--- config.mk ---
export PLATFORM = sky130hd
export DESIGN_NAME = dpalu_top
export DESIGN_NICKNAME = d
export VERILOG_FILES = /design/src/rtl/dpalu_pkg.sv /design/src/rtl/dpalu_ctrl.sv /design/src/rtl/dpalu_datapath.sv /design/src/rtl/dpalu_top.sv
export SDC_FILE = /design/constraint.sdc
export NUM_CORES = 1
export LEC_CHECK = 0
export BUFFER_PORTS_ARGS = -buffer_cell sky130_fd_sc_hd__buf_2
export CAP_MARGIN = 20
export CORE_AREA = 2 2 67 132
export CTS_BUF_LIST = sky130_fd_sc_hd__clkbuf_16
export DETAILED_ROUTE_END_ITERATION = 8
export DIE_AREA = 0 0 69 134
export PLACE_DENSITY = 0.73
export SLEW_MARGIN = 20
export SYNTH_ARGS = -nofsm -noshare
export SYNTH_HDL_FRONTEND = slang
export SYNTH_SLANG_ARGS = --single-unit
export TNS_END_PERCENT = 30
--- constraint.sdc ---
create_clock -name clk -period 3.46 [get_ports clk]
set_input_delay 0.173 -clock clk [delete_from_list [all_inputs] [get_ports clk]]
set_output_delay 0.173 -clock clk [all_outputs]
set_load 0.02 [all_outputs]
--- src/rtl/dpalu_pkg.sv ---
package dpalu_pkg;
  typedef enum logic [1:0] {
    OP_ADD = 2'd0,
    OP_XOR = 2'd1,
    OP_TEQ = 2'd2,
    OP_RSC = 2'd3
  } aluOp_e;

  // flag bit positions inside the NZCV vector
  localparam int FLAG_N = 3;
  localparam int FLAG_Z = 2;
  localparam int FLAG_C = 1;
  localparam int FLAG_V = 0;
  localparam int FLAG_W = 4;

  typedef struct packed {
    logic selRsc;         // adder runs shOp + ~rn + C
    logic carryFromShift; // logical op: result from xor, C from shifter
    logic wrDest;         // write destination register
    logic loadFlags;      // normal flag update
    logic restoreFlags;   // copy saved flags into current flags
  } aluStrobe_t;
endpackage

--- src/rtl/dpalu_ctrl.sv ---
module dpalu_ctrl
  import dpalu_pkg::*;
#(
  parameter int REG_IDX_W = 4,
  parameter int PC_IDX    = 15
) (
  input  logic                 validIn,
  input  logic                 condPass,
  input  logic [1:0]           opSel,
  input  logic                 sBit,
  input  logic [REG_IDX_W-1:0] rdIdx,
  output aluStrobe_t           strobe
);
  localparam logic [REG_IDX_W-1:0] PC_CODE = REG_IDX_W'(PC_IDX);

  aluOp_e op;
  logic   live;
  logic   isTeq;
  logic   toPc;

  always_comb begin
    op    = aluOp_e'(opSel);
    live  = validIn && condPass;
    isTeq = (op == OP_TEQ);
    toPc  = sBit && (rdIdx == PC_CODE) && !isTeq;

    strobe.selRsc         = (op == OP_RSC);
    strobe.carryFromShift = (op == OP_XOR) || isTeq;
    strobe.wrDest         = live && !isTeq;
    strobe.restoreFlags   = live && toPc;
    strobe.loadFlags      = live && (isTeq || sBit) && !toPc;
  end
endmodule

--- src/rtl/dpalu_datapath.sv ---
module dpalu_datapath
  import dpalu_pkg::*;
#(
  parameter int WIDTH = 32
) (
  input  logic              clk,
  input  logic              rstN,
  input  aluStrobe_t        strobe,
  input  logic [WIDTH-1:0]  rnVal,
  input  logic [WIDTH-1:0]  shOp,
  input  logic              shCarry,
  input  logic [FLAG_W-1:0] savedFlags,
  output logic [WIDTH-1:0]  result,
  output logic [FLAG_W-1:0] flags
);
  localparam int MSB = WIDTH - 1;

  logic [WIDTH-1:0]  opA;
  logic [WIDTH-1:0]  opB;
  logic              cin;
  logic [WIDTH:0]    sumFull;
  logic              ovf;
  logic [FLAG_W-1:0] flagsNext;
  logic [FLAG_W-1:0] flagsQ;

  // one shared adder serves add and reverse subtract with carry
  always_comb begin
    opA     = strobe.selRsc ? shOp : rnVal;
    opB     = strobe.selRsc ? ~rnVal : shOp;
    cin     = strobe.selRsc ? flagsQ[FLAG_C] : 1'b0;
    sumFull = {1'b0, opA} + {1'b0, opB} + {{WIDTH{1'b0}}, cin};
    ovf     = (opA[MSB] == opB[MSB]) && (sumFull[MSB] != opA[MSB]);
    result  = strobe.carryFromShift ? (rnVal ^ shOp) : sumFull[WIDTH-1:0];
  end

  always_comb begin
    flagsNext[FLAG_N] = result[MSB];
    flagsNext[FLAG_Z] = (result == '0);
    flagsNext[FLAG_C] = strobe.carryFromShift ? shCarry : sumFull[WIDTH];
    flagsNext[FLAG_V] = strobe.carryFromShift ? flagsQ[FLAG_V] : ovf;
  end

  always_ff @(posedge clk or negedge rstN) begin
    if (!rstN) begin
      flagsQ <= '0;
    end else if (strobe.restoreFlags) begin
      flagsQ <= savedFlags;
    end else if (strobe.loadFlags) begin
      flagsQ <= flagsNext;
    end
  end

  assign flags = flagsQ;
endmodule

--- src/rtl/dpalu_top.sv ---
module dpalu_top
  import dpalu_pkg::*;
#(
  parameter int WIDTH     = 32,
  parameter int REG_IDX_W = 4,
  parameter int PC_IDX    = 15
) (
  input  logic                 clk,
  input  logic                 rstN,
  input  logic                 validIn,
  input  logic                 condPass,
  input  logic [1:0]           opSel,
  input  logic                 sBit,
  input  logic [REG_IDX_W-1:0] rdIdx,
  input  logic [WIDTH-1:0]     rnVal,
  input  logic [WIDTH-1:0]     shOp,
  input  logic                 shCarry,
  input  logic [3:0]           savedFlags,
  output logic [WIDTH-1:0]     result,
  output logic                 rdWrite,
  output logic [3:0]           flags
);
  aluStrobe_t strobe;

  dpalu_ctrl #(
    .REG_IDX_W(REG_IDX_W),
    .PC_IDX   (PC_IDX)
  ) ctrl_i (
    .validIn (validIn),
    .condPass(condPass),
    .opSel   (opSel),
    .sBit    (sBit),
    .rdIdx   (rdIdx),
    .strobe  (strobe)
  );

  dpalu_datapath #(
    .WIDTH(WIDTH)
  ) dp_i (
    .clk       (clk),
    .rstN      (rstN),
    .strobe    (strobe),
    .rnVal     (rnVal),
    .shOp      (shOp),
    .shCarry   (shCarry),
    .savedFlags(savedFlags),
    .result    (result),
    .flags     (flags)
  );

  assign rdWrite = strobe.wrDest;
endmodule

==> flow_summary.json <==
{
  "drtAntennaViolNets": 0,
  "core-area_sq_mm": 0.00823,
  "numCtsBuffers": 3,
  "clk_root_buffer_cell": "clkbuf_16",
  "gp_congestion": 0.981,
  "yosysTopAreaCellShare_pct": 11.9,
  "num_vias": 5064,
  "seqPwrFrac_pct": 3.2,
  "path_max_fanout": 6,
  "p_clk_share_pct": 9.7,
  "power_mw": 1.91,
  "clk_path_buf_depth": 2,
  "hold_end": "dp_i.flags[0]$_DFFE_PN0P_",
  "cap_viol_max_count": 0,
  "relSlewSlack_pct": 64.5,
  "first_pass_iters": 4,
  "max_freq_ghz": 0.272,
  "drtIter0Drc": 217,
  "violations": "negative setup slack",
  "crit_path_start_kind": "primary input",
  "grt_pass1_vias": 5307,
  "clkTransAtPathRegs_ps": 30,
  "critical_path_class": "in -> reg",
  "via_per_inst": 5.76,
  "hold_start": "savedFlags[0]",
  "power_leakage_nw": 2.80,
  "clock_sinks": 4,
  "yosysMostFrequentCell": "a21oi_1",
  "p_int_uw": 990,
  "tightest_slew_ps": 532,
  "swShare_pct": 48.1,
  "r2r_cells": 15,
  "drt_wl_total_um": 14800,
  "synth.avg_cell_area_sq_um": 6.81,
  "p_sw_uw": 918,
  "min_path_type": "in -> reg",
  "ios": 117,
  "row_count": 47,
  "power_density_mw_per_mm2": 326,
  "port_buffers": 116,
  "layout.nets": 897,
  "dieArea_sq_mm": 0.00925,
  "ys_seq_area_share_pct": 2.79,
  "finalSetupViolCount": 7,
  "slowest_delay_ps": 540,
  "clock_skew_ps": 1.88,
  "status": "complete, but fails checks",
  "grt_max_degree": 34,
  "initial_core_util_pct": 43.5,
  "dp_slack_ps": -624,
  "holdWs_ps": 186,
  "finalCritPeriodShare_pct": 106,
  "wire_per_inst_um": 16.9,
  "grt.total_usage_pct": 31.2,
  "syn_to_final_growth_pct": 63.2,
  "ys_seq_elements": 4,
  "whs_path_depth": 3,
  "grt.busiest_layer": "met2",
  "cts_tree": "built",
  "grt_antenna_before_repair": 2,
  "path_common_cell": "fa_2",
  "htree_levels": 1,
  "crit_path_end_kind": "register",
  "cp.arrival_ps": 3840,
  "use_met3_pct": 2.33,
  "largest_reg_flops": 4,
  "die_w_um": 69,
  "drc_errors": 0,
  "synth-edff-count": 0,
  "die_h_um": 134,
  "finalMaxSlewViolations": 0,
  "startpoint": "opSel[1]",
  "max-vdd-ir-drop_mv": 0.172,
  "netlist_area_sq_mm": 0.00358,
  "worstPathCellList": "buf_8, ha_4, mux2i_4, fa_2, inv_2, fa_2, a21o_1, a211o_4, buf_6, a221oi_4, o211ai_4, xnor2_2, o21ai_2, or4b_4, nor4b_4, nand4_1, o21ai_1",
  "r2r-start": "dp_i.flags[1]$_DFFE_PN0P_",
  "clock_latency_ps": 230,
  "synth_nets": 642,
  "rrSetupSlack_ps": -200,
  "p_comb_share_pct": 87.1,
  "met1_usage_pct": 29.7,
  "drive_above_1_share_pct": 46.9,
  "ys_types": 62,
  "layout_setup_ws_ps": -222,
  "cp.required_ps": 3620,
  "r2r_end": "dp_i.flags[2]$_DFFE_PN0P_",
  "synth_warnings": 0,
  "hold_viol_final": 0,
  "fin_crit_ps": 3680,
  "synth_top_area_cell": "ha_1",
  "synth_cells": 526,
  "grt_use_met2_pct": 61.3,
  "async_flop_share_pct": 100,
  "yosys-top-cells-area": "ha_1 (12%), a21oi_1 (9.8%), mux2_2 (9.7%)",
  "ys_top_cells_by_count": "a21oi_1 (70), nor2_1 (69), nand2_1 (42)",
  "overflow": 0,
  "rsz0062_at_grt": "yes",
  "grt_pass1_wl_um": 24000,
  "cpMaxStageDelayCell": "or4b_4",
  "synth_ff_type": "dfrtp_1",
  "hpwlAfterDp_um": 12200
}
[per-layer routing]
metal | vias to the layer above | share of wire, %
li1 | 2435 | -
met1 | 2351 | 33
met2 | 199 | 55
met3 | 79 | 3.9
met4 | 0 | 7.7
met5 | - | 0
[per-stage QoR]
stage               TNS (ps)  area [sq um]  cells  util [%]
floorplan               -367          3690    526         -
global placement       -2820          5420    866      65.9
detailed placement     -3720          5420    866      65.9
CTS                     -544          5710    876      69.4
global route           -2660          5850    879      71.1
finish                  -807          5850    879      71.1
[cell usage in the layout (no fill, tap or decap), types with 3 or more instances in the layout]
cell type / netlist / routed
inv_1: 13 / 12
nand2_1: 42 / 41
nor2b_1: 6 / 6
o21ai_0: 36 / 26
mux2_2: 31 / 29
ha_4: 0 / 5
dfrtp_1: 4 / 4
ha_1: 34 / 28
and3_1: 9 / 9
mux2i_1: 4 / 3
nor2_1: 69 / 68
o21ai_1: 1 / 9
buf_4: 0 / 156
clkbuf_16: 0 / 3
nor3_1: 13 / 11
buf_2: 3 / 111
xnor2_1: 18 / 18
a21o_1: 12 / 12
xor2_1: 34 / 32
buf_12: 0 / 5
buf_6: 0 / 3
or3_1: 3 / 3
a211oi_1: 5 / 5
and4_1: 3 / 3
a2111oi_2: 1 / 3
o21a_1: 8 / 8
nand3_1: 9 / 9
a21oi_2: 1 / 8
a21oi_1: 70 / 63
o211ai_1: 6 / 6
and2_1: 5 / 4
nand4_1: 7 / 7
[cell families after synthesis]
kind of cell,Yosys count,share of synthesized area [%]
adder cells (fa/ha/maj),36,13.0
buffers and inverters,42,4.50
flip-flops,4,2.79
AND/OR/NAND/NOR,181,24.3
multiplexers,35,10.9
AO/OA/AOI/OAI,175,31.4
XOR/XNOR,53,13.2
[power by group through the flow]
stage	clock network, mW	logic, mW	registers [mW]
floorplan	0	0.828	0.0732
global placement	0	1.50	0.0618
detailed placement	0	1.53	0.0623
CTS	0.185	1.60	0.0618
global route	0.187	1.79	0.0623
finish	0.184	1.66	0.0614
[layout make-up]
| type | instances | area [sq um] |
|---|---|---|
| Antenna cell | 2 | 5.00 |
| Clock buffer | 3 | 75.1 |
| Fill cell | 682 | 2380 |
| Inverter | 14 | 52.6 |
| Multi-Input combinational cell | 480 | 3600 |
| Sequential cell | 4 | 100 |
| Tap cell | 98 | 123 |
| Timing Repair Buffer | 278 | 1900 |
[timing repair]
action / CTS / global route
pin swaps: 24 / 15
buffers inserted: 6 / 2
hold endpoints to repair: 4 / 0
gates resized for setup: 33 / 26
setup endpoints to repair: 15 / 16
hold buffers: 1 / 0
[worst max path at each step]
stage | to | slack, ps | cells after the start
final | dp_i.flags[2]$_DFFE_PN0P_ | -220 | 17
after global routing | dp_i.flags[2]$_DFFE_PN0P_ | -440 | 17
after floorplan | dp_i.flags[2]$_DFFE_PN0P_ | -270 | 17
after detailed placement | dp_i.flags[2]$_DFFE_PN0P_ | -620 | 17
after global placement | dp_i.flags[2]$_DFFE_PN0P_ | -540 | 17
after CTS | dp_i.flags[2]$_DFFE_PN0P_ | -170 | 17
[worst max-delay path: cells and delay by family]
family	cells	cell delay [ps]
mux	1	260
compound gates	6	1230
simple gates	3	950
xor+xnor	1	160
buf+inv	3	260
fa+ha+maj	3	790
Power figures use the tool's default switching activity.
